--- config.mk ---
export PLATFORM = sky130hd
export DESIGN_NAME = msi_doorbell_agg
export DESIGN_NICKNAME = d
export VERILOG_FILES = /design/src/rtl/msi_lane_swap.sv /design/src/rtl/msi_reg_decode.sv /design/src/rtl/msi_pending_array.sv /design/src/rtl/msi_status_fmt.sv /design/src/rtl/msi_irq_out.sv /design/src/rtl/msi_doorbell_agg.sv
export SDC_FILE = /design/constraint.sdc
export NUM_CORES = 1
export LEC_CHECK = 0
export ABC_AREA = 1
export BUFFER_PORTS_ARGS = -buffer_cell sky130_fd_sc_hd__buf_2
export CORE_UTILIZATION = 45
export CTS_CLUSTER_DIAMETER = 50
export DETAILED_ROUTE_END_ITERATION = 8
export PLACE_DENSITY = 0.7
export SYNTH_ARGS = -nofsm -noshare
export SYNTH_HDL_FRONTEND = slang
export SYNTH_HIERARCHICAL = 1
export SYNTH_SLANG_ARGS = --single-unit
--- constraint.sdc ---
create_clock -name clk -period 1 [get_ports clk]
set_input_delay 0.05 -clock clk [delete_from_list [all_inputs] [get_ports clk]]
set_output_delay 0.05 -clock clk [all_outputs]
set_load 0.03 [all_outputs]
--- src/rtl/msi_lane_swap.sv ---
module msi_lane_swap #(
   parameter int unsigned DATA_W     = 32,
   parameter bit          BIG_ENDIAN = 1'b1
) (
   input  logic [DATA_W-1:0] din,
   output logic [DATA_W-1:0] dout
);
   localparam int unsigned NBYTES = DATA_W / 8;

   if (DATA_W % 8 != 0) begin : g_bad_width
      $error("msi_lane_swap: DATA_W must be a whole number of bytes");
   end

   if (BIG_ENDIAN) begin : g_swap
      for (genvar b = 0; b < NBYTES; b++) begin : g_byte
         assign dout[8*b +: 8] = din[8*(NBYTES-1-b) +: 8];
      end
   end else begin : g_pass
      assign dout = din;
   end
endmodule

--- src/rtl/msi_reg_decode.sv ---
module msi_reg_decode #(
   parameter int unsigned ADDR_W    = 4,
   parameter int unsigned DATA_W    = 32,
   parameter int unsigned NUM_VEC   = 32,
   parameter int unsigned IDX_SHIFT = 3,
   parameter int unsigned DB_OFF    = 0,
   parameter int unsigned ST_OFF    = 4
) (
   input  logic              req,
   input  logic              wr,
   input  logic [ADDR_W-1:0] addr,
   input  logic [DATA_W-1:0] wdata_log,
   output logic [NUM_VEC-1:0] set_vec,
   output logic              st_rd
);
   localparam int unsigned IDX_W = (NUM_VEC > 1) ? $clog2(NUM_VEC) : 1;

   if (IDX_SHIFT + IDX_W > DATA_W) begin : g_bad_shift
      $error("msi_reg_decode: index field does not fit the data word");
   end
   if (DB_OFF == ST_OFF) begin : g_bad_off
      $error("msi_reg_decode: register offsets must differ");
   end

   logic [IDX_W-1:0] idx;
   logic             db_hit;
   logic             unused_data;

   assign idx         = wdata_log[IDX_SHIFT +: IDX_W];
   assign unused_data = ^wdata_log;
   assign db_hit      = req && wr && (addr == ADDR_W'(DB_OFF));
   assign st_rd       = req && !wr && (addr == ADDR_W'(ST_OFF));

   always_comb begin
      set_vec = '0;
      if (db_hit) set_vec[idx] = 1'b1;
   end
endmodule

--- src/rtl/msi_pending_array.sv ---
module msi_pending_array #(
   parameter int unsigned NUM_VEC = 32
) (
   input  logic               clk,
   input  logic               rst_n,
   input  logic [NUM_VEC-1:0] set_vec,
   input  logic [NUM_VEC-1:0] clr_vec,
   output logic [NUM_VEC-1:0] pend
);
   for (genvar v = 0; v < NUM_VEC; v++) begin : g_bit
      always_ff @(posedge clk or negedge rst_n) begin
         if (!rst_n)          pend[v] <= 1'b0;
         else if (set_vec[v]) pend[v] <= 1'b1;
         else if (clr_vec[v]) pend[v] <= 1'b0;
      end
   end
endmodule

--- src/rtl/msi_status_fmt.sv ---
module msi_status_fmt #(
   parameter int unsigned NUM_VEC = 32,
   parameter bit          REVERSE = 1'b1
) (
   input  logic [NUM_VEC-1:0] pend,
   output logic [NUM_VEC-1:0] status
);
   if (REVERSE) begin : g_rev
      for (genvar n = 0; n < NUM_VEC; n++) begin : g_map
         assign status[NUM_VEC-1-n] = pend[n];
      end
   end else begin : g_fwd
      assign status = pend;
   end
endmodule

--- src/rtl/msi_irq_out.sv ---
module msi_irq_out #(
   parameter int unsigned NUM_VEC = 32
) (
   input  logic               clk,
   input  logic               rst_n,
   input  logic [NUM_VEC-1:0] pend,
   output logic               irq
);
   always_ff @(posedge clk or negedge rst_n) begin
      if (!rst_n) irq <= 1'b0;
      else        irq <= |pend;
   end
endmodule

--- src/rtl/msi_doorbell_agg.sv ---
module msi_doorbell_agg #(
   parameter int unsigned ADDR_W      = 4,
   parameter int unsigned DATA_W      = 32,
   parameter int unsigned NUM_VEC     = 32,
   parameter int unsigned IDX_SHIFT   = 3,
   parameter int unsigned DB_OFF      = 0,
   parameter int unsigned ST_OFF      = 4,
   parameter bit          BIG_ENDIAN  = 1'b1,
   parameter bit          REVERSE_ST  = 1'b1
) (
   input  logic              clk,
   input  logic              rst_n,
   input  logic              in_valid,
   input  logic [ADDR_W-1:0] in_addr,
   input  logic [DATA_W-1:0] in_data,
   input  logic              h_sel,
   input  logic              h_wr,
   input  logic [ADDR_W-1:0] h_addr,
   input  logic [DATA_W-1:0] h_wdata,
   output logic [DATA_W-1:0] h_rdata,
   output logic              h_rvalid,
   output logic              irq
);
   if (NUM_VEC != DATA_W) begin : g_bad_vec
      $error("msi_doorbell_agg: NUM_VEC must equal DATA_W");
   end
   if (DB_OFF >= (1 << ADDR_W) || ST_OFF >= (1 << ADDR_W)) begin : g_bad_addr
      $error("msi_doorbell_agg: offsets exceed address width");
   end

   logic [DATA_W-1:0]  in_log, h_log, stat_log, stat_bus;
   logic [NUM_VEC-1:0] set_in, set_h, set_all, clr_vec, pend_vec;
   logic               st_rd, unused_in_strd;

   msi_lane_swap #(.DATA_W(DATA_W), .BIG_ENDIAN(BIG_ENDIAN)) u_swap_in (
      .din(in_data), .dout(in_log));
   msi_lane_swap #(.DATA_W(DATA_W), .BIG_ENDIAN(BIG_ENDIAN)) u_swap_h (
      .din(h_wdata), .dout(h_log));

   msi_reg_decode #(
      .ADDR_W(ADDR_W), .DATA_W(DATA_W), .NUM_VEC(NUM_VEC),
      .IDX_SHIFT(IDX_SHIFT), .DB_OFF(DB_OFF), .ST_OFF(ST_OFF)
   ) u_dec_in (
      .req(in_valid), .wr(1'b1), .addr(in_addr), .wdata_log(in_log),
      .set_vec(set_in), .st_rd(unused_in_strd));

   msi_reg_decode #(
      .ADDR_W(ADDR_W), .DATA_W(DATA_W), .NUM_VEC(NUM_VEC),
      .IDX_SHIFT(IDX_SHIFT), .DB_OFF(DB_OFF), .ST_OFF(ST_OFF)
   ) u_dec_h (
      .req(h_sel), .wr(h_wr), .addr(h_addr), .wdata_log(h_log),
      .set_vec(set_h), .st_rd(st_rd));

   assign set_all = set_in | set_h;
   // the read returns the current pending word, so exactly those bits clear
   assign clr_vec = st_rd ? pend_vec : '0;

   msi_pending_array #(.NUM_VEC(NUM_VEC)) u_pend (
      .clk(clk), .rst_n(rst_n), .set_vec(set_all), .clr_vec(clr_vec),
      .pend(pend_vec));

   msi_status_fmt #(.NUM_VEC(NUM_VEC), .REVERSE(REVERSE_ST)) u_fmt (
      .pend(pend_vec), .status(stat_log));

   msi_lane_swap #(.DATA_W(DATA_W), .BIG_ENDIAN(BIG_ENDIAN)) u_swap_rd (
      .din(stat_log), .dout(stat_bus));

   always_ff @(posedge clk or negedge rst_n) begin
      if (!rst_n) begin
         h_rdata  <= '0;
         h_rvalid <= 1'b0;
      end else begin
         h_rdata  <= st_rd ? stat_bus : '0;
         h_rvalid <= h_sel && !h_wr;
      end
   end

   msi_irq_out #(.NUM_VEC(NUM_VEC)) u_irq (
      .clk(clk), .rst_n(rst_n), .pend(pend_vec), .irq(irq));
endmodule

==> results.cfg, run 1 <==
[clock_network]
cts_inserted_buffers = 9
clock_tree.buffer_depth = 2
clk_root_buffer_cell = sky130_fd_sc_hd__clkbuf_8
clock_sinks = 66
cts.htree.levels = 3
clock_insertion_delay_at_the_later_pin_of_the_skew_report_ns = 0.35
clkTransAtPathRegs_ns = 0.07
cts_tree = built

[die]
floorplan.core_area_mm2 = 0.00986
start_util_pct = 46.9
dieArea_mm2 = 0.0107
die-width_um = 103
dieHeight_um = 103
ioPinCount = 111
num_rows = 36

[global_routing]
maximum_number_of_pins_on_one_net_before_global_route_repair = 36
grt_pass1_vias = 3281
grt_antenna_before_repair = 0
met1_usage_pct = 21.8
grt_first_pass_wirelength_mm = 14.3
global_route.overflow_total = 0
grt.total_usage_pct = 17.7
grt_busiest_layer = met2
groute.layer.met2.usage_pct = 28.8
met3_usage_in_global_routing_pct = 4.37

[timing]
slew_violations = 0
skew_final_ns = 0.00917
timing_hold_violations_final = 0
rsz0062_at_grt = yes
finalCriticalPeriod_ns = 1.00
timing.final.ws_setup_ns = -0.00183
fin_tns_setup_ns = -0.00183
max_freq_mhz = 998
period_share_pct = 100
setup_viol = 1

[detailed_routing]
drt_pre_antenna_iters = 4
routed_via_density = 4.13
post_drt_wl_per_cell_um = 9.09
drc_marker_count_from_the_first_detailed_route_iteration = 214
postRouteWirelength_mm = 8.28
detail-route-antenna-nets = 0
route.vias.total = 3759
drcViolationCount = 0

[critical_path]
setup.worst_path.class = register to register
crit_arrival_ns = 1.25
cp_max_fo = 2
crit_path_end_kind = register
cp_data_required_time_ns = 1.25
setup.reg_to_reg.worst_slack_ns = -0.002
worstSetupStartpointType = register

[synthesis]
syn-mean-instance-area_um2 = 6.33
synthesis.area_mm2 = 0.00462
synth_cells = 731
postSynthNetCount = 808
count_of_yosys_warnings_during_synthesis = 6

[layout]
number_of_diodes_added_for_antenna_fixing = 0
finish.net_count = 849
fillerInstances = 994
layout-drive-gt1-share_pct = 21.0
design_area_mm2 = 0.00522
synthToLayoutAreaGrowth_pct = 12.8

[place]
dp_slack_ns = -0.138
dp_hpwl_mm = 5.99
placed_cell_area_mm2 = 0.00490
gp_congestion = 0.798
placement.io_buffers = 56

[power_and_ir_drop]
power.density_cell_area_mw_per_mm2 = 1170
worst_ir_drop_vdd_mv = 0.562
total_power_uw = 6110
p_leak_uw = 0.00320

[hold_path]
timing.hold.worst.class = primary input to asynchronous set/reset pin

[status]
violations_in_the_final_reports = negative setup slack
run_status = finished with violations

[job]
max_cap_check_violation_count = 0
-- through the flow --
| step | cells | hold WS, ns | util, % |
|---|---|---|---|
| floorplan | 731 | -0.246 | - |
| global placement | 886 | -0.0694 | 49.6 |
| detailed placement | 886 | -0.0737 | 49.6 |
| CTS | 907 | 0.0872 | 52.6 |
| global route | 910 | 0.101 | 52.9 |
| finish | 910 | 0.0920 | 52.9 |
-- cells in the final DEF, fill, tap and decap left out, drive strengths merged --
cell type    count
and2             2
buf            118
bufinv           1
clkbuf          15
conb             1
dfrtp           66
dlygate4sd3      3
inv            224
nand2          195
nand3           50
nand3b           1
nand4            1
nor2           100
-- metal layers --
layer  share of wire (%)  vias up
met5                   0        -
met2                  47       82
met1                  44     1640
met3                 5.8       14
met4                 2.3        0
li1                    -     2023
-- state kept, by name, indices dropped and copies added (netlist names) --
name         flops
u_irq/irq        1
u_pend/pend     32
h_rdata         32
h_rvalid         1
-- path summary, 6_finish.rpt --
path,startpoint,endpoint,cells after the start
setup / recovery,u_pend/pend[13]$_DFFE_PN0P_,u_irq/irq$_DFF_PN0_,6
hold / removal,rst_n,h_rdata[25]$_DFF_PN0_,2
setup reg to reg,u_pend/pend[13]$_DFFE_PN0P_,u_irq/irq$_DFF_PN0_,6
hold reg to reg,u_pend/pend[24]$_DFFE_PN0P_,u_pend/pend[24]$_DFFE_PN0P_,2
max in group asynchronous,rst_n,u_pend/pend[11]$_DFFE_PN0P_,3
min in group clk,h_wdata[29],u_pend/pend[26]$_DFFE_PN0P_,8
-- repair_timing --
| action | 4_1_cts | 5_1_grt |
|---|---|---|
| gates resized for setup | 9 | 2 |
| endpoints found under the hold margin | 67 | 0 |
| setup buffers | 2 | 3 |
| setup endpoints to repair | 2 | 1 |
| hold buffers | 3 | 0 |
| pin swaps | 5 | 2 |
-- power breakdown --
group          internal, µW  total, µW  switching (µW)
clock network          1430       2400             970
registers              2760       2810            50.4
logic                   374        904             530
total                  4560       6110            1550
-- final cells by class --
class | count | area, µm² | share of cell area (%)
Tap cell | 133 | 166 | 3.19
Clock inverter | 1 | 30.0 | 0.576
Clock buffer | 15 | 186 | 3.57
Inverter | 224 | 841 | 16.1
Sequential cell | 66 | 1650 | 31.7
Timing Repair Buffer | 121 | 857 | 16.4
Multi-Input combinational cell | 350 | 1480 | 28.4
-- critical path: stages, from the launching register on --
cell                      delay, ns
sky130_fd_sc_hd__dfrtp_1       0.39
sky130_fd_sc_hd__inv_1         0.06
sky130_fd_sc_hd__nand2_1       0.06
sky130_fd_sc_hd__nor2_2        0.15
sky130_fd_sc_hd__nand2_4       0.07
sky130_fd_sc_hd__nor2_2        0.11
sky130_fd_sc_hd__nand2_1       0.06
Note: power is estimated with default switching activity, not from simulation.
==> run 2: changes to the inputs <==
- PLACE_DENSITY: 0.7 -> 0.73
- clock period: 1 -> 0.8 ns (I/O delays scaled with it)
==> run 2 against run 1 <==
Compared with the run above:
- first-iteration DRC count down 18%
- core utilization up 5.8 points
- largest cell class unchanged
- worst setup slack worse by 0.18 ns
- the flow still finishes with violations (negative setup slack)
- combinational power up 35%
- worst hold slack better by 0.12 ns
- flip-flop and latch count unchanged
==> results.cfg, run 2 (same netlist as run 1, synthesis figures left out) <==
[layout]
number_of_diodes_added_for_antenna_fixing = 0
reg.largest.list = h_rdata: 32 flops, u_pend/pend: 32 flops
layout.cells.most_common_list = sky130_fd_sc_hd__inv_1 (173), sky130_fd_sc_hd__nand2_1 (149), sky130_fd_sc_hd__nor2_1 (80)
design_area_mm2 = 0.00579
commonest_non_fill_non_tap_cell_in_the_layout = sky130_fd_sc_hd__inv_1
layout.area.seq_mm2 = 0.00165
multi_input_area_mm2 = 0.00163
layout-drive-gt1-share_pct = 32.5
synthToLayoutAreaGrowth_pct = 25.2
finalNonFillerCells = 914
final_core_util_pct = 58.7
finish.net_count = 854
fillerInstances = 898

[timing]
period_share_pct = 123
slew_violations = 0
setup_viol = 45
max_freq_mhz = 1020
skew_final_ns = 0.0103
timing.final.ws_setup_ns = -0.185
finalCriticalPeriod_ns = 0.985
rsz0062_at_grt = yes
timing_hold_violations_final = 0

[place]
gp_congestion = 0.825
dp_hpwl_mm = 5.93
placement.io_buffers = 56
place_inst = 886
placed_cell_area_mm2 = 0.00490

[status]
run_status = finished with violations
violations_in_the_final_reports = negative setup slack

[critical_path]
cp_max_fo = 2
crit_arrival_ns = 1.22
cp_data_required_time_ns = 1.04
worstSetupStartpointType = register
crit_path_end_kind = register
timing.critical_path.cells = nor2_1 > nand4_1 > nor2_2 > nand2_1
cp_num_cells = 4
setup.worst_path.class = register to register
cp_slowest_stage_delay_ns = 0.40
cp.buffers_inverters = 0
crit_path_top_delay_cell = sky130_fd_sc_hd__dfrtp_1
timing.critical_path.max_delay_family = simple AND/OR/NAND/NOR gates
reg2reg_depth = 4

[global_routing]
global_route.overflow_total = 0
grt_first_pass_wirelength_mm = 14.7
grt_antenna_before_repair = 1
grt_pass1_vias = 3491
maximum_number_of_pins_on_one_net_before_global_route_repair = 67
grt.total_usage_pct = 18.0

[die]
ioPinCount = 111
floorplan.core_area_mm2 = 0.00986
num_rows = 36
dieHeight_um = 103
die-width_um = 103
dieArea_mm2 = 0.0107
start_util_pct = 46.9

[clock_network]
cts_inserted_buffers = 9
clk_root_buffer_cell = sky130_fd_sc_hd__clkbuf_8
clkTransAtPathRegs_ns = 0.07
clock_insertion_delay_at_the_later_pin_of_the_skew_report_ns = 0.35
cts.htree.levels = 3
clock_sinks = 66
clock_tree.buffer_depth = 2
cts_tree = built

[power_and_ir_drop]
worst_ir_drop_vdd_mv = 0.688
p_leak_uw = 0.00339
power.density_cell_area_mw_per_mm2 = 1290

[job]
max_cap_check_violation_count = 0

[hold_path]
timing.hold.worst.class = primary input to register
hold-path-cell-count = 8

[detailed_routing]
post_drt_wl_per_cell_um = 10.4
drc_marker_count_from_the_first_detailed_route_iteration = 175
drcViolationCount = 0
routed_via_density = 4.30
drt_pre_antenna_iters = 5
detail-route-antenna-nets = 0
postRouteWirelength_mm = 9.47
route.vias.total = 3926
==> run 2: power by group <==
part           internal, µW  switching [µW]  total [µW]
sequential             3450            80.7        3530
clock                  1500            1220        2720
combinational           541             676        1220
total                  5490            1980        7460
==> run 2: per-layer routing <==
layer	wire (µm)	global-route usage [%]	up-vias
li1	-	-	2044
met1	4150	21.3	1753
met2	4620	31.4	107
met3	486	4.03	20
met4	191	7.37	2
met5	13	0	-
==> run 2: repair_timing <==
action	in CTS	in global routing
gates resized for setup	98	111
hold endpoints to repair	67	0
hold buffers	3	0
pin swaps	4	62
setup buffers	0	12
setup endpoints to repair	51	67
gates cloned	0	4
==> run 2: final timing paths <==
path	from	endpoint	slack, ns
max	u_pend/pend[1]$_DFFE_PN0P_	u_irq/irq$_DFF_PN0_	-0.19
max reg2reg	u_pend/pend[1]$_DFFE_PN0P_	u_irq/irq$_DFF_PN0_	-0.19
min	in_data[29]	u_pend/pend[24]$_DFFE_PN0P_	0.21
max in group asynchronous	rst_n	u_pend/pend[10]$_DFFE_PN0P_	0.28
min in group asynchronous	rst_n	h_rdata[3]$_DFF_PN0_	0.24
min reg2reg	u_pend/pend[19]$_DFFE_PN0P_	h_rdata[20]$_DFF_PN0_	0.57
==> run 2: worst min-delay path: cells and delay by family <==
kind / cells / cell delay [ns]
AND/OR/NAND/NOR: 5 / 0.27
buffers and inverters: 3 / 0.21
==> run 2: area by class of cell <==
class                   count  share of cell area [%]
clock inverters             3                   0.691
clock buffers              12                    2.51
flip-flops and latches     66                    28.5
multi-input cells         350                    28.2
inverters                 224                    14.5
well taps                 133                    2.87
repair buffers            126                    22.7
==> run 2: through the flow <==
step                power [µW]  setup slack [ns]  hold slack [ns]  setup TNS, ns
global placement          4570            -0.307           0.0869         -14.58
detailed placement        4580            -0.348           0.0805         -15.76
global route              7810            -0.231            0.244          -6.14
floorplan                 4370            -0.105           -0.256          -3.49
CTS                       7440            -0.170            0.209          -3.89
finish                    7460            -0.185            0.214          -3.58
==> run 3: changes to the inputs <==
- CORE_ASPECT_RATIO: unset -> 1.2
- CORE_UTILIZATION: 45 -> 24
- PLACE_DENSITY: 0.73 -> 0.45
==> run 3 against run 2 <==
Compared with the run above:
- the flow still finishes with violations (negative setup slack)
- core utilization down 26 points
- routed wire length increased by 15%
- clock power grew 43%
- total power rose by 17%
- register-to-register slack worse by 0.05 ns
- critical path depth rose by 2
- critical endpoint unchanged
- non-clock buffer count is 9 higher
- fmax decreased by 4.6%
- largest power group is now clock
- clock skew is 0.0046 ns lower
==> results.cfg, run 3 (same netlist as run 1, synthesis figures left out) <==
[status]
run_status = finished with violations
violations_in_the_final_reports = negative setup slack

[layout]
reg.largest.list = h_rdata: 32 flops, u_pend/pend: 32 flops
fillerInstances = 2097
synthToLayoutAreaGrowth_pct = 34.0
design_area_mm2 = 0.00619
number_of_diodes_added_for_antenna_fixing = 0
finish.net_count = 863
finalNonFillerCells = 1046
layout-drive-gt1-share_pct = 35.6
commonest_non_fill_non_tap_cell_in_the_layout = sky130_fd_sc_hd__inv_1
layout.cells.most_common_list = sky130_fd_sc_hd__inv_1 (164), sky130_fd_sc_hd__nand2_1 (140), sky130_fd_sc_hd__nor2_1 (80)

[die]
num_rows = 55
floorplan.core_area_mm2 = 0.0189
start_util_pct = 24.5
dieArea_mm2 = 0.0198
die-width_um = 129
dieHeight_um = 154
ioPinCount = 111

[timing]
max_freq_mhz = 968
slew_violations = 0
setup_viol = 50
finalCriticalPeriod_ns = 1.03
skew_final_ns = 0.00569
period_share_pct = 129
fin_tns_setup_ns = -2.99
timing.final.ws_setup_ns = -0.233
timing_hold_violations_final = 0
rsz0062_at_grt = yes

[global_routing]
grt_antenna_before_repair = 0
grt_first_pass_wirelength_mm = 16.8
met3_usage_in_global_routing_pct = 2.96
grt_busiest_layer = met2
grt.total_usage_pct = 11.0
grt_pass1_vias = 3531
maximum_number_of_pins_on_one_net_before_global_route_repair = 44
met1_usage_pct = 13.2
groute.layer.met2.usage_pct = 18.7
global_route.overflow_total = 0

[clock_network]
clock_sinks = 66
clock_insertion_delay_at_the_later_pin_of_the_skew_report_ns = 0.33
clock_tree.buffer_depth = 2
clkTransAtPathRegs_ns = 0.06
clk_root_buffer_cell = sky130_fd_sc_hd__clkbuf_16
cts_inserted_buffers = 9
cts.htree.levels = 3
cts_tree = built

[critical_path]
r2r_start = u_pend/pend[8]$_DFFE_PN0P_
reg2reg_depth = 6
timing.critical_path.mode_cell = sky130_fd_sc_hd__nand2_1
crit_path_top_delay_cell = sky130_fd_sc_hd__dfrtp_1
cp_slowest_stage_delay_ns = 0.38
cp_max_fo = 2
crit_arrival_ns = 1.24
setup.worst_path.class = register to register
capture_point_of_the_worst_reg_to_reg_path = u_irq/irq$_DFF_PN0_
worstSetupStartpointType = register
crit_path_end_kind = register
cp_data_required_time_ns = 1.01
setup.reg_to_reg.worst_slack_ns = -0.23
timing.critical_path.cells = inv_1 > nand2_2 > nor2_4 > nand2_1 > nor2_1 > nand2_1

[detailed_routing]
drt_pre_antenna_iters = 4
drc_marker_count_from_the_first_detailed_route_iteration = 198
post_drt_wl_per_cell_um = 10.4
detail-route-antenna-nets = 0
routed_via_density = 3.73
postRouteWirelength_mm = 10.9
route.vias.total = 3897
drcViolationCount = 0

[job]
max_cap_check_violation_count = 0

[power_and_ir_drop]
power.density_cell_area_mw_per_mm2 = 1400
worst_ir_drop_vdd_mv = 0.838
total_power_uw = 8700
p_leak_uw = 0.00368

[place]
gp_congestion = 0.776
place_inst = 1017
dp_slack_ns = -0.344
placed_cell_area_mm2 = 0.00513
placement.io_buffers = 56
dp_hpwl_mm = 7.39

[hold_path]
timing.hold.worst.class = primary input to asynchronous set/reset pin
==> run 3: cell count changes in the layout (fill, tap and decap cells not counted), moves of 5 or more <==
cell and change:
sky130_fd_sc_hd__inv_2 +9, sky130_fd_sc_hd__buf_6 -7, sky130_fd_sc_hd__clkbuf_8 -9, sky130_fd_sc_hd__buf_4 +14
sky130_fd_sc_hd__nand2_2 -5, sky130_fd_sc_hd__clkbuf_16 +9, sky130_fd_sc_hd__inv_1 -9, sky130_fd_sc_hd__nand2_1 -9
sky130_fd_sc_hd__nand2_4 +14
==> run 3: repair_timing <==
item	CTS	global route
resized for setup	79	152
cloned	0	6
buffers inserted	0	7
pin swaps	3	59
hold buffers	3	0
endpoints found under the setup margin	40	86
endpoints found under the hold margin	67	0
==> run 3: layout make-up <==
type,count,area [µm²],share of cell area [%]
repair buffers,135,1370,22.1
inverters,224,841,13.6
clock buffers,12,246,3.98
clock inverters,3,40.0,0.646
multi-input cells,350,1730,27.9
flip-flops and latches,66,1650,26.7
well taps,256,320,5.17
==> run 3: critical path: cells and delay by family (launching register included) <==
family,cells,cell delay [ns]
simple gates,5,0.47
flops,1,0.38
buf+inv,1,0.07
==> run 3: power breakdown <==
part | switching, µW | internal (µW)
Clock | 1430 | 2470
Sequential | 79.3 | 3450
Combinational | 726 | 546
==> run 3: how the worst max path moves through the flow <==
stage | start | end | slack, ns | depth (start not counted)
3_3_place_gp | h_addr[1] | u_pend/pend[4]$_DFFE_PN0P_ | -0.33 | 10
3_5_place_dp | h_addr[1] | u_pend/pend[27]$_DFFE_PN0P_ | -0.34 | 10
5_1_grt | u_pend/pend[8]$_DFFE_PN0P_ | u_irq/irq$_DFF_PN0_ | -0.26 | 6
2_1_floorplan | h_addr[1] | u_pend/pend[17]$_DFFE_PN0P_ | -0.11 | 10
4_1_cts | u_pend/pend[11]$_DFFE_PN0P_ | u_irq/irq$_DFF_PN0_ | -0.19 | 6
6_report | u_pend/pend[8]$_DFFE_PN0P_ | u_irq/irq$_DFF_PN0_ | -0.23 | 6
==> run 3: per-stage QoR <==
stage                     hold slack [ns]  utilization, %
after floorplan                    -0.256               -
after global placement            -0.0911            27.2
after detailed placement          -0.0913            27.2
after CTS                          0.0827            30.2
after global routing                0.129            32.9
final                               0.104            32.9
==> run 3: routing by layer <==
| metal | up-vias | share of wire [%] |
|---|---|---|
| li1 | 2062 | - |
| met1 | 1759 | 44 |
| met2 | 69 | 50 |
| met3 | 7 | 4.9 |
| met4 | 0 | 1.1 |
| met5 | - | 0 |
